**config.mk**
```make
export PLATFORM = sky130hd
export DESIGN_NAME = link_poll_sched
export DESIGN_NICKNAME = d
export VERILOG_FILES = /design/src/rtl/lps_pkg.sv /design/src/rtl/lps_timebase.sv /design/src/rtl/lps_down_tracker.sv /design/src/rtl/lps_countdown.sv /design/src/rtl/link_poll_sched.sv
export SDC_FILE = /design/constraint.sdc
export NUM_CORES = 1
export LEC_CHECK = 0
export BUFFER_PORTS_ARGS = -buffer_cell sky130_fd_sc_hd__buf_4
export CAP_MARGIN = 20
export CORE_MARGIN = 10
export CORE_UTILIZATION = 35
export DETAILED_ROUTE_END_ITERATION = 6
export PLACE_DENSITY = 0.59
export SETUP_SLACK_MARGIN = 0.3
export SLEW_MARGIN = 20
export SYNTH_ARGS = -nofsm -noshare
export SYNTH_HDL_FRONTEND = slang
export SYNTH_SLANG_ARGS = --single-unit
```
**constraint.sdc**
```tcl
create_clock -name clk -period 5.4 [get_ports clk]
set_input_delay 1.08 -clock clk [delete_from_list [all_inputs] [get_ports clk]]
set_output_delay 1.08 -clock clk [all_outputs]
set_load 0.03 [all_outputs]
```
**src/rtl/lps_pkg.sv**
```systemverilog
// Package: constant helpers shared by the poll scheduler modules.
// Assumes all arguments are non-negative elaboration-time values.
package lps_pkg;

    // Raise a zero interval to the one-tick floor.
    function automatic int unsigned floor_one(input int unsigned v);
        return (v == 0) ? 1 : v;
    endfunction

    // Larger of two values.
    function automatic int unsigned larger(input int unsigned a, input int unsigned b);
        return (a > b) ? a : b;
    endfunction

endpackage

```
**src/rtl/lps_timebase.sv**
```systemverilog
// Module: free-running millisecond counter.
// Counts tick pulses modulo 2**TS_W; wrap is expected and harmless because
// consumers only take modular differences of its value.
module lps_timebase #(
    parameter int TS_W = 16
) (
    input  logic            clk,
    input  logic            rst_n,
    input  logic            tick,
    output logic [TS_W-1:0] now
);

    // Advance the count on every millisecond tick.
    always_ff @(posedge clk) begin
        if (!rst_n) begin
            now <= '0;
        end else if (tick) begin
            now <= now + 1'b1;
        end
    end

endmodule

```
**src/rtl/lps_down_tracker.sv**
```systemverilog
// Module: outage tracker. Stores the time of the first down sample and picks
// the fast or slow interval for down samples. Assumes FAST_WIN < 2**TS_W and
// that samples arrive more often than once per 2**TS_W - FAST_WIN ticks, so a
// wrapped difference is never mistaken for a short one before the sticky
// slow flag is set.
module lps_down_tracker #(
    parameter int TS_W     = 16,
    parameter int CNT_W    = 12,
    parameter int FAST_WIN = 6000,
    parameter int FAST_IV  = 149,
    parameter int SLOW_IV  = 1117
) (
    input  logic             clk,
    input  logic             rst_n,
    input  logic             sample,
    input  logic             link_up,
    input  logic [TS_W-1:0]  now,
    output logic [CNT_W-1:0] down_iv
);

    localparam logic [TS_W-1:0]  WIN_TS  = TS_W'(FAST_WIN);
    localparam logic [CNT_W-1:0] FAST_C  = CNT_W'(FAST_IV);
    localparam logic [CNT_W-1:0] SLOW_C  = CNT_W'(SLOW_IV);

    logic            rec_valid;
    logic [TS_W-1:0] rec_start;
    logic            rec_slow;
    logic [TS_W-1:0] elapsed;
    logic            go_slow;

    // Elapsed outage time; zero on the sample that opens the record.
    always_comb begin
        elapsed = rec_valid ? (now - rec_start) : '0;
        go_slow = rec_slow || (elapsed >= WIN_TS);
        down_iv = go_slow ? SLOW_C : FAST_C;
    end

    // Open, extend or clear the outage record on each sample.
    always_ff @(posedge clk) begin
        if (!rst_n) begin
            rec_valid <= 1'b0;
            rec_start <= '0;
            rec_slow  <= 1'b0;
        end else if (sample) begin
            if (link_up) begin
                rec_valid <= 1'b0;
                rec_slow  <= 1'b0;
            end else begin
                if (!rec_valid) begin
                    rec_valid <= 1'b1;
                    rec_start <= now;
                end
                if (go_slow) begin
                    rec_slow <= 1'b1;
                end
            end
        end
    end

endmodule

```
**src/rtl/lps_countdown.sv**
```systemverilog
// Module: tick countdown that fires a one-cycle strobe. A load in the fire
// cycle sets the next interval; ticks seen in that cycle are not counted.
// Assumes load_val >= 1.
module lps_countdown #(
    parameter int CNT_W = 12,
    parameter int INIT  = 421
) (
    input  logic             clk,
    input  logic             rst_n,
    input  logic             tick,
    input  logic             load,
    input  logic [CNT_W-1:0] load_val,
    output logic             fire
);

    localparam logic [CNT_W-1:0] INIT_C = CNT_W'(INIT);

    logic [CNT_W-1:0] remain;

    // Count ticks down and raise fire one cycle after the last one.
    always_ff @(posedge clk) begin
        if (!rst_n) begin
            remain <= INIT_C;
            fire   <= 1'b0;
        end else begin
            fire <= 1'b0;
            if (load) begin
                remain <= load_val;
            end else if (tick) begin
                if (remain <= 1) begin
                    remain <= '0;
                    fire   <= 1'b1;
                end else begin
                    remain <= remain - 1'b1;
                end
            end
        end
    end

endmodule

```
**src/rtl/link_poll_sched.sv**
```systemverilog
// Module: adaptive link poll scheduler (top). Emits sample strobes at an
// interval chosen from the link state seen at the previous strobe, requests a
// device reset on each down sample, and inserts a role-dependent hold-off
// after it. Assumes tick_ms is a single-cycle pulse and that link_up and
// role_slave are valid in the strobe cycle.
module link_poll_sched #(
    parameter int UP_IV       = 421,
    parameter int FAST_IV     = 149,
    parameter int SLOW_IV     = 1117,
    parameter int FAST_WIN    = 6000,
    parameter int HOLD_MASTER = 97,
    parameter int HOLD_SLAVE  = 149,
    parameter int STAB_MS     = 1,
    parameter int TS_W        = 16
) (
    input  logic clk,
    input  logic rst_n,
    input  logic tick_ms,
    input  logic link_up,
    input  logic role_slave,
    output logic sample_stb,
    output logic reset_req
);
    import lps_pkg::*;

    localparam int UP_C     = floor_one(UP_IV);
    localparam int FAST_C   = floor_one(FAST_IV);
    localparam int SLOW_C   = floor_one(SLOW_IV);
    localparam int HOLD_M_C = larger(HOLD_MASTER, floor_one(STAB_MS));
    localparam int HOLD_S_C = larger(HOLD_SLAVE, floor_one(STAB_MS));
    localparam int MAX_WAIT = larger(UP_C, larger(FAST_C, SLOW_C) + larger(HOLD_M_C, HOLD_S_C));
    localparam int CNT_W    = $clog2(MAX_WAIT + 1);

    logic [TS_W-1:0]  now;
    logic [CNT_W-1:0] down_iv;
    logic [CNT_W-1:0] hold_iv;
    logic [CNT_W-1:0] next_iv;
    logic             req_q;

    lps_timebase #(.TS_W(TS_W)) u_time (
        .clk   (clk),
        .rst_n (rst_n),
        .tick  (tick_ms),
        .now   (now)
    );

    lps_down_tracker #(
        .TS_W     (TS_W),
        .CNT_W    (CNT_W),
        .FAST_WIN (FAST_WIN),
        .FAST_IV  (FAST_C),
        .SLOW_IV  (SLOW_C)
    ) u_down (
        .clk     (clk),
        .rst_n   (rst_n),
        .sample  (sample_stb),
        .link_up (link_up),
        .now     (now),
        .down_iv (down_iv)
    );

    // Pick the next interval from the state seen in the strobe cycle.
    always_comb begin
        hold_iv = role_slave ? CNT_W'(HOLD_S_C) : CNT_W'(HOLD_M_C);
        next_iv = link_up ? CNT_W'(UP_C) : (down_iv + hold_iv);
    end

    lps_countdown #(
        .CNT_W (CNT_W),
        .INIT  (UP_C)
    ) u_count (
        .clk      (clk),
        .rst_n    (rst_n),
        .tick     (tick_ms),
        .load     (sample_stb),
        .load_val (next_iv),
        .fire     (sample_stb)
    );

    // Register the reset request one cycle after a down sample.
    always_ff @(posedge clk) begin
        if (!rst_n) begin
            req_q <= 1'b0;
        end else begin
            req_q <= sample_stb && !link_up;
        end
    end

    assign reset_req = req_q;

endmodule

```
==> results.md, run 1 <==
* Critical path's largest stage delay at between 400 and 500 ps
* Rel. slew slack at 30.8%
* Cells after Synth at 373
* Minimum clock period at 3460 ps
* 1st-pass router iterations at 4
* Main flop type after synthesis: dfxtp_1
* Number of diodes at 0
* Max Clk Rate at a little under 0.3 GHz
* CTS resizes at 0
* Clock transition at path regs at ~100 ps
* DRT iter0 DRCs at 67
* Startpoint types: flop
* Sequential share of power at 56.9%
* Finish-stage setup viols at 0
* CTS Buf Count at 5
* CP max stage cell: dfxtp_1
* Fin Hold WS at 467 ps
* Most common cell in the netlist: nand2_1
* Reg2Reg Depth at 13
* Via count at roughly 2500
* Setup_tns at 0 ps
* Port bufs at 6
* Worst setup EP type: flop
* Post-Syn Area per Cell at 8.25 um^2
* Post-synthesis compound-gate area fraction at 23.8%
* Wire per inst at 13.4 um
* Total global routing overflow at 0
* Clock latency at the later pin of the worst-skew pair at 310 ps
* Largest net degree at the start of global routing at 45
* Clock Sinks at 47
* Post-synth top area share at 30.6%
* Psw at 164 uW
* Synth Cell Area at 3080 um^2
* Overall global routing resource usage at 10.6%
* WP data arrival at 3660 ps
* # Post-CTS Setup Buffers at 0
* Leak at about 1.3 nW
* Hold Path Depth at 2
* RePlAce Congestion at 0.849
* Mux cell area share after synthesis at 0.325%
* Worst Max-Slew Pin Slew at 1030 ps
* Min-delay src: u_down.rec_start[2]$_SDFFE_PN0P_
* Switching Share at 26.1%
* Sequential fraction of the synthesis area at between 30% and 40%
* Crit-path cells: inv_1, ha_1, fa_1, nand2b_1, a211oi_2, o2111ai_1, a21oi_1, xor2_1, a211o_1, o32ai_4, ha_1, a222oi_1, nor2b_1
* Site Rows at 34
* Adder-cell share of the synthesized area at roughly a tenth
* Power Density at 191 nW/um^2
* CTS hold repair buffers at 0
* Area contributors post-synth: dfxtp_1 (31%), ha_1 (9.0%), nand2_1 (6.8%)
* Power share of the clock group at 34.7%
* VDD IR max at 0.0000949 V
* CORE AREA at 8640 um^2
* Critical path type: flop to flop
* Final Hold Viols at 0
* Grt met1 use at 13.6%
* CTS tree: yes
* Slew Limit Fails at 0
* MaxCap Viol Count at 0
* # DRC at 0
* Final WL at 6480 um
* Status: complete, no violations
* Setup slack, reg-to-reg at about 1900 ps
* Synthesis-stage register bit count at 47
* Vias in the first global route at 2488
* Worst R2R Start: u_time.now[0]$_SDFFE_PN0P_
* Largest family of logic cells by synthesized area: compound AO/OA/AOI/OAI gates
* Met3 GRT Util at 1.89%
* Clk root buf: clkbuf_8
* HPWL after DPL at 4690 um
* Die width at between 100 and 150 um
* Synth Warn # at 0
* First-pass GRT wire length at 11700 um
* Dominant cell type by area after synthesis: dfxtp_1
* Final #Nets at 401
* Place WS at 1940 ps
* RSZ-0062 raised after global routing: false
* Ports at 7
* GRT busiest layer: met2
* Period utilization at approximately 64%
* Initial antenna violation count at 0
* Hold WC Path Type: flop to flop
* Via density at 5.18
* Share of layout cells above drive strength 1 at 8.82%
* Clk buf depth at 2
* Area of the die at 12900 um^2
* CP most frequent cell: ha_1
* Initial Utilization at 35.6%
* H-tree Lvls at 2
* Worst EP required at 5610 ps
* Async SR Flop Fraction at 0%
* DRT antenna net count at 0
* Commonest cells in the synthesized netlist: nand2_1 (56), dfxtp_1 (47), nor2_1 (24)
* Die H at 114 um
* Worst Path Max Fanout at 5
* Post-synthesis cell type count at 64
* XOR/XNOR Fraction of Synth Area at 7.40%
* EDFF count, synth at 0
* Synth Area in Simple Gates at between 20% and 30%
* Setup Skew at approximately 12 ps
* Final worst setup slack at 1940 ps
* Capturing point of the worst reg2reg path: u_count.remain[6]$_SDFFE_PN0P_
* Min-Delay Endpoint: u_down.rec_start[2]$_SDFFE_PN0P_
* GRT met2 Usage at 18.1%
* Comb pwr share at around 8.4%
* Post-Syn Nets at 401
* Synthesis-to-layout area growth at 7.04%
* Pint at 465 uW
-- cell families (layout without fill, tap and decap cells) --
group                    after synthesis  after routing
XOR/XNOR                              26             26
flip-flops                            47             47
AND/OR/NAND/NOR                      147            147
multiplexers                           1              1
AO/OA/AOI/OAI                         91             91
buffers and inverters                 38             39
adder cells (fa/ha/maj)               23             23
-- layout make-up --
| cell class | count | area (um^2) |
|---|---|---|
| Clock inverter | 3 | 20.0 |
| Tap cell | 108 | 135 |
| Sequential cell | 47 | 941 |
| Inverter | 24 | 90.1 |
| Fill cell | 921 | 5340 |
| Clock buffer | 5 | 68.8 |
| Multi-Input combinational cell | 288 | 1980 |
| Timing Repair Buffer | 7 | 52.6 |
-- through the flow --
stage          power [mW]  std cells  utilization, %  area, um^2
6_report            0.630        482            38.1        3290
4_1_cts             0.639        482            38.1        3290
5_1_grt             0.660        482            38.1        3290
3_3_place_gp        0.418        474            37.1        3200
2_1_floorplan       0.406        373               -        3080
3_5_place_dp        0.419        474            37.1        3200
-- flip-flops by register name, indices dropped and copies added, names as in the netlist --
signal            cells
u_down.rec_slow       1
u_down.rec_start     16
u_count.fire          1
u_count.remain       11
u_time.now           16
reset_req             1
u_down.rec_valid      1
-- worst max-delay path, delay by kind of cell, from the launching register on --
kind / cells / cell delay [ps]
buf+inv: 1 / 100
xor+xnor: 1 / 100
compound gates: 6 / 1630
fa+ha+maj: 3 / 880
flops: 1 / 410
simple gates: 2 / 250
-- power by group through the flow --
stage                     Combinational, mW  Clock, mW  Sequential [mW]
after detailed placement             0.0526          0            0.366
after CTS                            0.0529      0.228            0.358
after floorplan                      0.0414          0            0.365
after global placement               0.0521          0            0.366
after global routing                 0.0601      0.240            0.359
final                                0.0527      0.219            0.358
-- layer usage --
layer / share of wire, % / wire length, um
met4: 0.82 / 53
met5: 0 / 0
met3: 1.9 / 122
met2: 46 / 2990
met1: 51 / 3310
-- placed cells by master (no fill, tap or decap), drive strengths merged, types with 13 or more instances in the layout --
| cell type | netlist | layout |
|---|---|---|
| a21boi | 20 | 20 |
| a21oi | 13 | 13 |
| and2 | 16 | 16 |
| dfxtp | 47 | 47 |
| ha | 22 | 22 |
| inv | 24 | 24 |
| nand2 | 57 | 57 |
| nor2 | 24 | 24 |
| o21ai | 15 | 15 |
| xnor2 | 16 | 16 |
-- worst max path at each step --
stage	start	endpoint
after detailed placement	u_time.now[0]$_SDFFE_PN0P_	u_count.remain[6]$_SDFFE_PN0P_
final	u_time.now[0]$_SDFFE_PN0P_	u_count.remain[6]$_SDFFE_PN0P_
after global placement	u_time.now[0]$_SDFFE_PN0P_	u_count.remain[6]$_SDFFE_PN0P_
after CTS	u_time.now[0]$_SDFFE_PN0P_	u_count.remain[6]$_SDFFE_PN0P_
after floorplan	u_time.now[0]$_SDFFE_PN0P_	u_count.remain[6]$_SDFFE_PN0P_
after global routing	u_time.now[0]$_SDFFE_PN0P_	u_count.remain[6]$_SDFFE_PN0P_
Note: power is estimated with default switching activity, not from simulation.
==> run 2, diff against run 1 <==
--- a/config.mk
+++ b/config.mk
@@ -10,7 +10,7 @@
 export CORE_MARGIN = 10
 export CORE_UTILIZATION = 35
 export DETAILED_ROUTE_END_ITERATION = 6
-export PLACE_DENSITY = 0.59
+export PLACE_DENSITY = 0.6
 export SETUP_SLACK_MARGIN = 0.3
 export SLEW_MARGIN = 20
 export SYNTH_ARGS = -nofsm -noshare
==> constraint.sdc (replaced) <==
create_clock -name clk -period 3.1 [get_ports clk]
set_input_delay 0.62 -clock clk [delete_from_list [all_inputs] [get_ports clk]]
set_output_delay 0.62 -clock clk [all_outputs]
set_load 0.03 [all_outputs]
==> run 2 against run 1 <==
Against the previous run: clock power grew 73%; largest power group unchanged; highest routed layer unchanged; clock skew down 1.5 ps; largest cell class unchanged; routed wire length is 6.3% higher; die area is the same; fmax is 15% higher.
==> results.md, run 2 (synthesis gave the netlist of run 1 again) <==
* Commonest non-fill, non-tap cell in the layout: nand2_1 (unchanged)
* Total global routing overflow at 0 (unchanged)
* Ports at 7 (unchanged)
* Place WS at 26.5 ps (was 1940 ps)
* VDD IR max at 0.000168 V (was 0.0000949 V)
* Finish-stage setup viols at 0 (unchanged)
* Wire per inst at 13.8 um (was 13.4 um)
* 1st-pass router iterations at 4 (unchanged)
* Sequential share of power at 55.8% (was 56.9%)
* Max Clk Rate at 0.332 GHz (was 0.289 GHz)
* Worst Path Max Fanout at 4 (was 5)
* CTS Buf Count at 5 (unchanged)
* Power share of the clock group at 33.9% (was 34.7%)
* Via count at 2555 (was 2498)
* Fin Hold WS at 468 ps (was 467 ps)
* Leak at 1.43 nW (was 1.32 nW)
* Comb pwr share at 10.2% (was 8.4%)
* Die width at 114 um (unchanged)
* Clk buf depth at 2 (unchanged)
* CP max stage cell: dfxtp_1 (unchanged)
* Pint at 825 uW (was 465 uW)
* H-tree Lvls at 2 (unchanged)
* Initial antenna violation count at 0 (unchanged)
* Area of the die at 12900 um^2 (unchanged)
* MaxCap Viol Count at 0 (unchanged)
* Psw at 290 uW (was 164 uW)
* RePlAce Congestion at 0.850 (was 0.849)
* Hold WC Path Type: flop to flop (unchanged)
* Final #Nets at 419 (was 401)
* Layout fillers at 884 (was 921)
* Critical path's largest stage delay at 340 ps (was 410 ps)
* Setup_tns at 0 ps (unchanged)
* DRT iter0 DRCs at 97 (was 67)
* RSZ-0062 raised after global routing: true (was false)
* DRT antenna net count at 0 (unchanged)
* # DRC at 0 (unchanged)
* Synthesis-to-layout area growth at 17.0% (was 7.04%)
* CORE AREA at 8640 um^2 (unchanged)
* Die H at 114 um (unchanged)
* Largest net degree at the start of global routing at 45 (unchanged)
* Critical path type: flop to flop (unchanged)
* Slew Limit Fails at 0 (unchanged)
* Worst Max-Slew Pin Slew at 1010 ps (was 1030 ps)
* CP most frequent cell: ha_1 (unchanged)
* Final Hold Viols at 0 (unchanged)
* Startpoint types: flop (unchanged)
* Final Util at 41.7% (was 38.1%)
* Status: complete, no violations (unchanged)
* Final worst setup slack at 86.2 ps (was 1940 ps)
* Overall global routing resource usage at 10.8% (was 10.6%)
* Site Rows at 34 (unchanged)
* Vias in the first global route at 2473 (was 2488)
* Minimum clock period at 3010 ps (was 3460 ps)
* CTS tree: yes (unchanged)
* Initial Utilization at 35.6% (unchanged)
* Clock latency at the later pin of the worst-skew pair at 300 ps (was 310 ps)
* Worst setup EP type: flop (unchanged)
* Most frequent cells in the layout: nand2_1 (56), dfxtp_1 (43), buf_4 (24), nor2_1 (22), inv_1 (21) (was nand2_1 (56), dfxtp_1 (47), nor2_1 (24), inv_1 (23), ha_1 (22))
* First-pass GRT wire length at 11800 um (was 11700 um)
* HPWL after DPL at 5000 um (was 4690 um)
* Power, Total at 1.11 mW (was 630 uW)
* Worst EP required at 3300 ps (was 5610 ps)
* Switching Share at 26.0% (was 26.1%)
* WP data arrival at 3210 ps (was 3660 ps)
* Via density at 5.11 (was 5.18)
* Share of layout cells above drive strength 1 at 20.4% (was 8.82%)
* Clock transition at path regs at 100 ps (about the same)
* Number of diodes at 0 (unchanged)
* Port bufs at 6 (unchanged)
* Rel. slew slack at 32.2% (was 30.8%)
* Clock Sinks at 47 (unchanged)
* Power Density at 310 nW/um^2 (was 191 nW/um^2)
* Period utilization at 97.2% (was 64.0%)
* Clk root buf: clkbuf_8 (unchanged)
* Final WL at 6890 um (was 6480 um)
* Crit-path cells: inv_1, ha_1, o211a_1, o31ai_2, buf_4, a211o_1, a31oi_2, nor3b_2, nor3_2, o32ai_4, ha_1, a222oi_1, nor2b_1 (was inv_1, ha_1, fa_1, nand2b_1, a211oi_2, o2111ai_1, a21oi_1, xor2_1, a211o_1, o32ai_4, ha_1, a222oi_1, nor2b_1)
* Setup Skew at 10.7 ps (was 12.2 ps)
* Top Registers: u_down.rec_start x16, u_time.now x16, u_count.remain x11 (unchanged)
## run 2: cell types whose count changed in the layout (fill, tap and decap cells not counted), moves of 4 or more
cell	before	now
dfxtp_2	0	4
ha_2	0	4
dfxtp_1	47	43
ha_4	0	5
buf_4	7	24
ha_1	22	13
## run 2: final timing paths
check                                   startpoint                                to  slack (ps)  cells past startpoint
hold / removal    u_down.rec_start[6]$_SDFFE_PN0P_  u_down.rec_start[6]$_SDFFE_PN0P_         470                      2
hold reg to reg   u_down.rec_start[6]$_SDFFE_PN0P_  u_down.rec_start[6]$_SDFFE_PN0P_         470                      2
setup / recovery  u_down.rec_start[3]$_SDFFE_PN0P_    u_count.remain[6]$_SDFFE_PN0P_          90                     13
setup reg to reg  u_down.rec_start[3]$_SDFFE_PN0P_    u_count.remain[6]$_SDFFE_PN0P_          90                     13
## run 2: critical path: cells and delay by family, from the launching register on
family / cells / cell delay (ps)
AO/OA/AOI/OAI: 6 / 1380
flip-flops: 1 / 340
buffers and inverters: 2 / 190
adder cells (fa/ha/maj): 2 / 600
AND/OR/NAND/NOR: 3 / 390
## run 2: per-stage QoR
step / cell area (um^2) / std cells
2_1_floorplan: 3130 / 373
3_3_place_gp: 3360 / 488
3_5_place_dp: 3360 / 488
4_1_cts: 3530 / 500
5_1_grt: 3600 / 500
6_report: 3600 / 500
## run 2: final cells by class
type	instances	area (um^2)	share of cell area [%]
timing repair buffer	25	191	5.32
multi-input combinational	288	2140	59.6
clock inverter	3	20.0	0.557
tap	108	135	3.76
sequential	47	946	26.3
inverter	24	92.6	2.57
clock buffer	5	68.8	1.91
## run 2: what timing repair did
action	4_1_cts	5_1_grt
endpoints found under the hold margin	0	0
gates resized for setup	16	13
hold buffers	0	0
buffers inserted	4	0
pin swaps	11	12
endpoints found under the setup margin	5	7
## run 2: metal layers
layer / vias to the layer above / global-route usage (%) / routed length, um
met5: - / 0 / 0
met4: 0 / 3.05 / 85
met3: 8 / 2.68 / 256
met2: 42 / 16.8 / 3080
met1: 1188 / 14.4 / 3460
li1: 1317 / - / -
## run 2: power by group through the flow
stage	Sequential, mW	Combinational (mW)	Clock, mW
floorplan	0.636	0.0749	0
global placement	0.636	0.101	0
detailed placement	0.636	0.102	0
CTS	0.622	0.112	0.392
global route	0.625	0.128	0.414
finish	0.623	0.114	0.378
==> run 3, diff against run 2 <==
--- a/config.mk
+++ b/config.mk
@@ -10,7 +10,7 @@
 export CORE_MARGIN = 10
 export CORE_UTILIZATION = 35
 export DETAILED_ROUTE_END_ITERATION = 6
-export PLACE_DENSITY = 0.6
+export PLACE_DENSITY = 0.59
 export SETUP_SLACK_MARGIN = 0.3
 export SLEW_MARGIN = 20
 export SYNTH_ARGS = -nofsm -noshare
==> constraint.sdc (replaced) <==
create_clock -name clk -period 2.9 [get_ports clk]
set_input_delay 0.58 -clock clk [delete_from_list [all_inputs] [get_ports clk]]
set_output_delay 0.58 -clock clk [all_outputs]
set_load 0.05 [all_outputs]
==> run 3 against run 2 <==
Against the previous run: largest cell class unchanged; total power rose by 18%; highest routed layer unchanged; critical endpoint unchanged; largest power group unchanged; sequential share of layout area shrank 2.0 points; design area increased by 8.8%; the run now ends with setup timing left; die area unchanged; count of clock-buffer cells in the layout is the same.
==> results.md, run 3 (synthesis gave the netlist of run 1 again) <==
* Initial Utilization at 35.6% (unchanged)
* Via count at 2718 (was 2555)
* RSZ-0062 raised after global routing: true (unchanged)
* Slew Limit Fails at 0 (unchanged)
* Final #Nets at 454 (was 419)
* Place WS at -219 ps (was 26.5 ps)
* Clock Sinks at 47 (unchanged)
* Wire per inst at 13.9 um (was 13.8 um)
* Clk root buf: clkbuf_8 (unchanged)
* First-pass GRT wire length at 12700 um (was 11800 um)
* RePlAce Congestion at 0.862 (was 0.850)
* Dpl cells at 520 (was 488)
* Status: finished with violations (was complete, no violations)
* Clock transition at path regs at 110 ps (was 100 ps)
* HPWL after DPL at 5200 um (was 5000 um)
* Worst setup EP type: flop (unchanged)
* Clk buf depth at 2 (unchanged)
* Power Density at 336 nW/um^2 (was 310 nW/um^2)
* Via density at 5.08 (was 5.11)
* GRT met2 Usage at 20.0% (was 16.8%)
* CORE AREA at 8640 um^2 (unchanged)
* Critical path's largest stage delay at 340 ps (about the same)
* Period utilization at 105% (was 97.2%)
* DRT antenna net count at 0 (unchanged)
* CP max stage cell: dfxtp_2 (was dfxtp_1)
* Critical path type: flop to flop (unchanged)
* Top delay family on crit path: compound AO/OA/AOI/OAI gates (unchanged)
* Storage cell area at 950 um^2 (was 946 um^2)
* Rel. slew slack at 43.5% (was 32.2%)
* Worst Path Max Fanout at 4 (unchanged)
* Clock latency at the later pin of the worst-skew pair at 320 ps (was 300 ps)
* Worst Max-Slew Pin Slew at 840 ps (was 1010 ps)
* Overall global routing resource usage at 11.7% (was 10.8%)
* Most frequent cells in the layout: buf_4 (57), nand2_1 (55), dfxtp_1 (40), nor2_1 (23) (was nand2_1 (56), dfxtp_1 (43), buf_4 (24), nor2_1 (22), inv_1 (21))
* Ports at 7 (unchanged)
* VDD IR max at 0.000192 V (was 0.000168 V)
* Final Hold Viols at 0 (unchanged)
* Power, Total at 1.32 mW (was 1.11 mW)
* Minimum clock period at 3050 ps (was 3010 ps)
* Layout Cells excl Fill at 535 (was 500)
* CTS tree: yes (unchanged)
* Initial antenna violation count at 0 (unchanged)
* CTS Buf Count at 5 (unchanged)
* Die H at 114 um (unchanged)
* Synthesis-to-layout area growth at 27.2% (was 17.0%)
* Port bufs at 6 (unchanged)
* Failing checks: setup timing
* Largest net degree at the start of global routing at 45 (unchanged)
* Leak at 1.64 nW (was 1.43 nW)
* Final WL at 7440 um (was 6890 um)
* Die width at 114 um (unchanged)
* Top Registers: u_down.rec_start x16, u_time.now x16, u_count.remain x11 (unchanged)
* Crit-path cells: buf_6, ha_4, nor2b_4, o31ai_2, buf_4, a211o_1, a31oi_4, and4b_1, nor3_2, buf_4, o32ai_4, ha_1, a222oi_1, nor2b_1 (was inv_1, ha_1, o211a_1, o31ai_2, buf_4, a211o_1, a31oi_2, nor3b_2, nor3_2, o32ai_4, ha_1, a222oi_1, nor2b_1)
* Critical path buffer and inverter count at 3 (was 2)
* Share of layout cells above drive strength 1 at 27.4% (was 20.4%)
* 1st-pass router iterations at 4 (unchanged)
* Area occupied by multi-input gates at 2160 um^2 (was 2140 um^2)
* H-tree Lvls at 2 (unchanged)
* GRT busiest layer: met2 (unchanged)
* Vias in the first global route at 2736 (was 2473)
* MaxCap Viol Count at 0 (unchanged)
* Number of diodes at 0 (unchanged)
* Startpoint types: flop (unchanged)
* Area of the die at 12900 um^2 (unchanged)
* Max Clk Rate at 0.328 GHz (was 0.332 GHz)
* DRT iter0 DRCs at 91 (was 97)
* Worst EP required at 3110 ps (was 3300 ps)
* Setup Skew at 16.3 ps (was 10.7 ps)
* Commonest non-fill, non-tap cell in the layout: buf_4 (was nand2_1)
* Final worst setup slack at -149 ps (was 86.2 ps)
* WP data arrival at 3260 ps (was 3210 ps)
* # DRC at 0 (unchanged)
* Layout fillers at 839 (was 884)
* Finish-stage setup viols at 3 (was 0)
* Site Rows at 34 (unchanged)
* Met3 GRT Util at 2.10% (was 2.68%)
* CP most frequent cell: buf_4 (was ha_1)
* Hold WC Path Type: flop to flop (unchanged)
* CTS hold repair buffers at 0 (unchanged)
* Total global routing overflow at 0 (unchanged)
* Grt met1 use at 14.5% (was 14.4%)
## run 3: cell types whose count changed in the layout (fill, tap and decap cells not counted), sizes merged
cell,previous run,this run
buf,25,60
bufinv,0,1
clkinvlp,2,0
inv,24,25
## run 3: worst paths after layout
| check | slack [ps] | from | depth (start not counted) | end |
|---|---|---|---|---|
| worst min-delay path | 470 | u_down.rec_start[14]$_SDFFE_PN0P_ | 2 | u_down.rec_start[14]$_SDFFE_PN0P_ |
| worst min register to register | 470 | u_down.rec_start[14]$_SDFFE_PN0P_ | 2 | u_down.rec_start[14]$_SDFFE_PN0P_ |
| worst max-delay path | -150 | u_time.now[1]$_SDFFE_PN0P_ | 14 | u_count.remain[6]$_SDFFE_PN0P_ |
| worst max register to register | -150 | u_time.now[1]$_SDFFE_PN0P_ | 14 | u_count.remain[6]$_SDFFE_PN0P_ |
## run 3: worst register-to-register path, delay by kind of cell, from the launching register on
kind | cells | cell delay (ps)
buffers and inverters | 3 | 400
AOI/OAI and AO/OA | 5 | 1210
DFF | 1 | 340
adders and majority gates | 2 | 520
and+or+nand+nor | 4 | 480
## run 3: layer usage
layer | wire, um | vias up
met5 | 0 | -
met4 | 110 | 0
met3 | 190 | 9
met2 | 3600 | 38
met1 | 3540 | 1282
li1 | - | 1389
## run 3: cell type report
class / count / share of cell area (%)
Clock buffer: 5 / 1.76
Inverter: 24 / 2.30
Sequential cell: 47 / 24.3
Tap cell: 108 / 3.45
Clock inverter: 3 / 1.22
Timing Repair Buffer: 60 / 11.8
Multi-Input combinational cell: 288 / 55.2
## run 3: metrics by stage
stage	instance area (um^2)	hold slack, ps	TNS [ps]	util (%)
detailed placement	3600	457	-702	41.7
CTS	3840	470	-279	44.4
global route	3910	492	-897	45.3
finish	3910	470	-339	45.3
floorplan	3130	443	-312	-
global placement	3600	451	-455	41.7
## run 3: repair_timing
action,CTS,global route
gates resized for setup,22,10
pin swaps,17,6
buffers inserted,3,4
setup endpoints to repair,7,7
gates cloned,0,0
## run 3: where the power goes
| part | total, mW | leakage (nW) | internal [mW] | switching (mW) |
|---|---|---|---|---|
| Sequential | 0.666 | 0.383 | 0.655 | 0.0110 |
| Clock | 0.514 | 0.0587 | 0.262 | 0.252 |
| Combinational | 0.137 | 1.20 | 0.0689 | 0.0680 |
| Total | 1.32 | 1.64 | 0.985 | 0.331 |
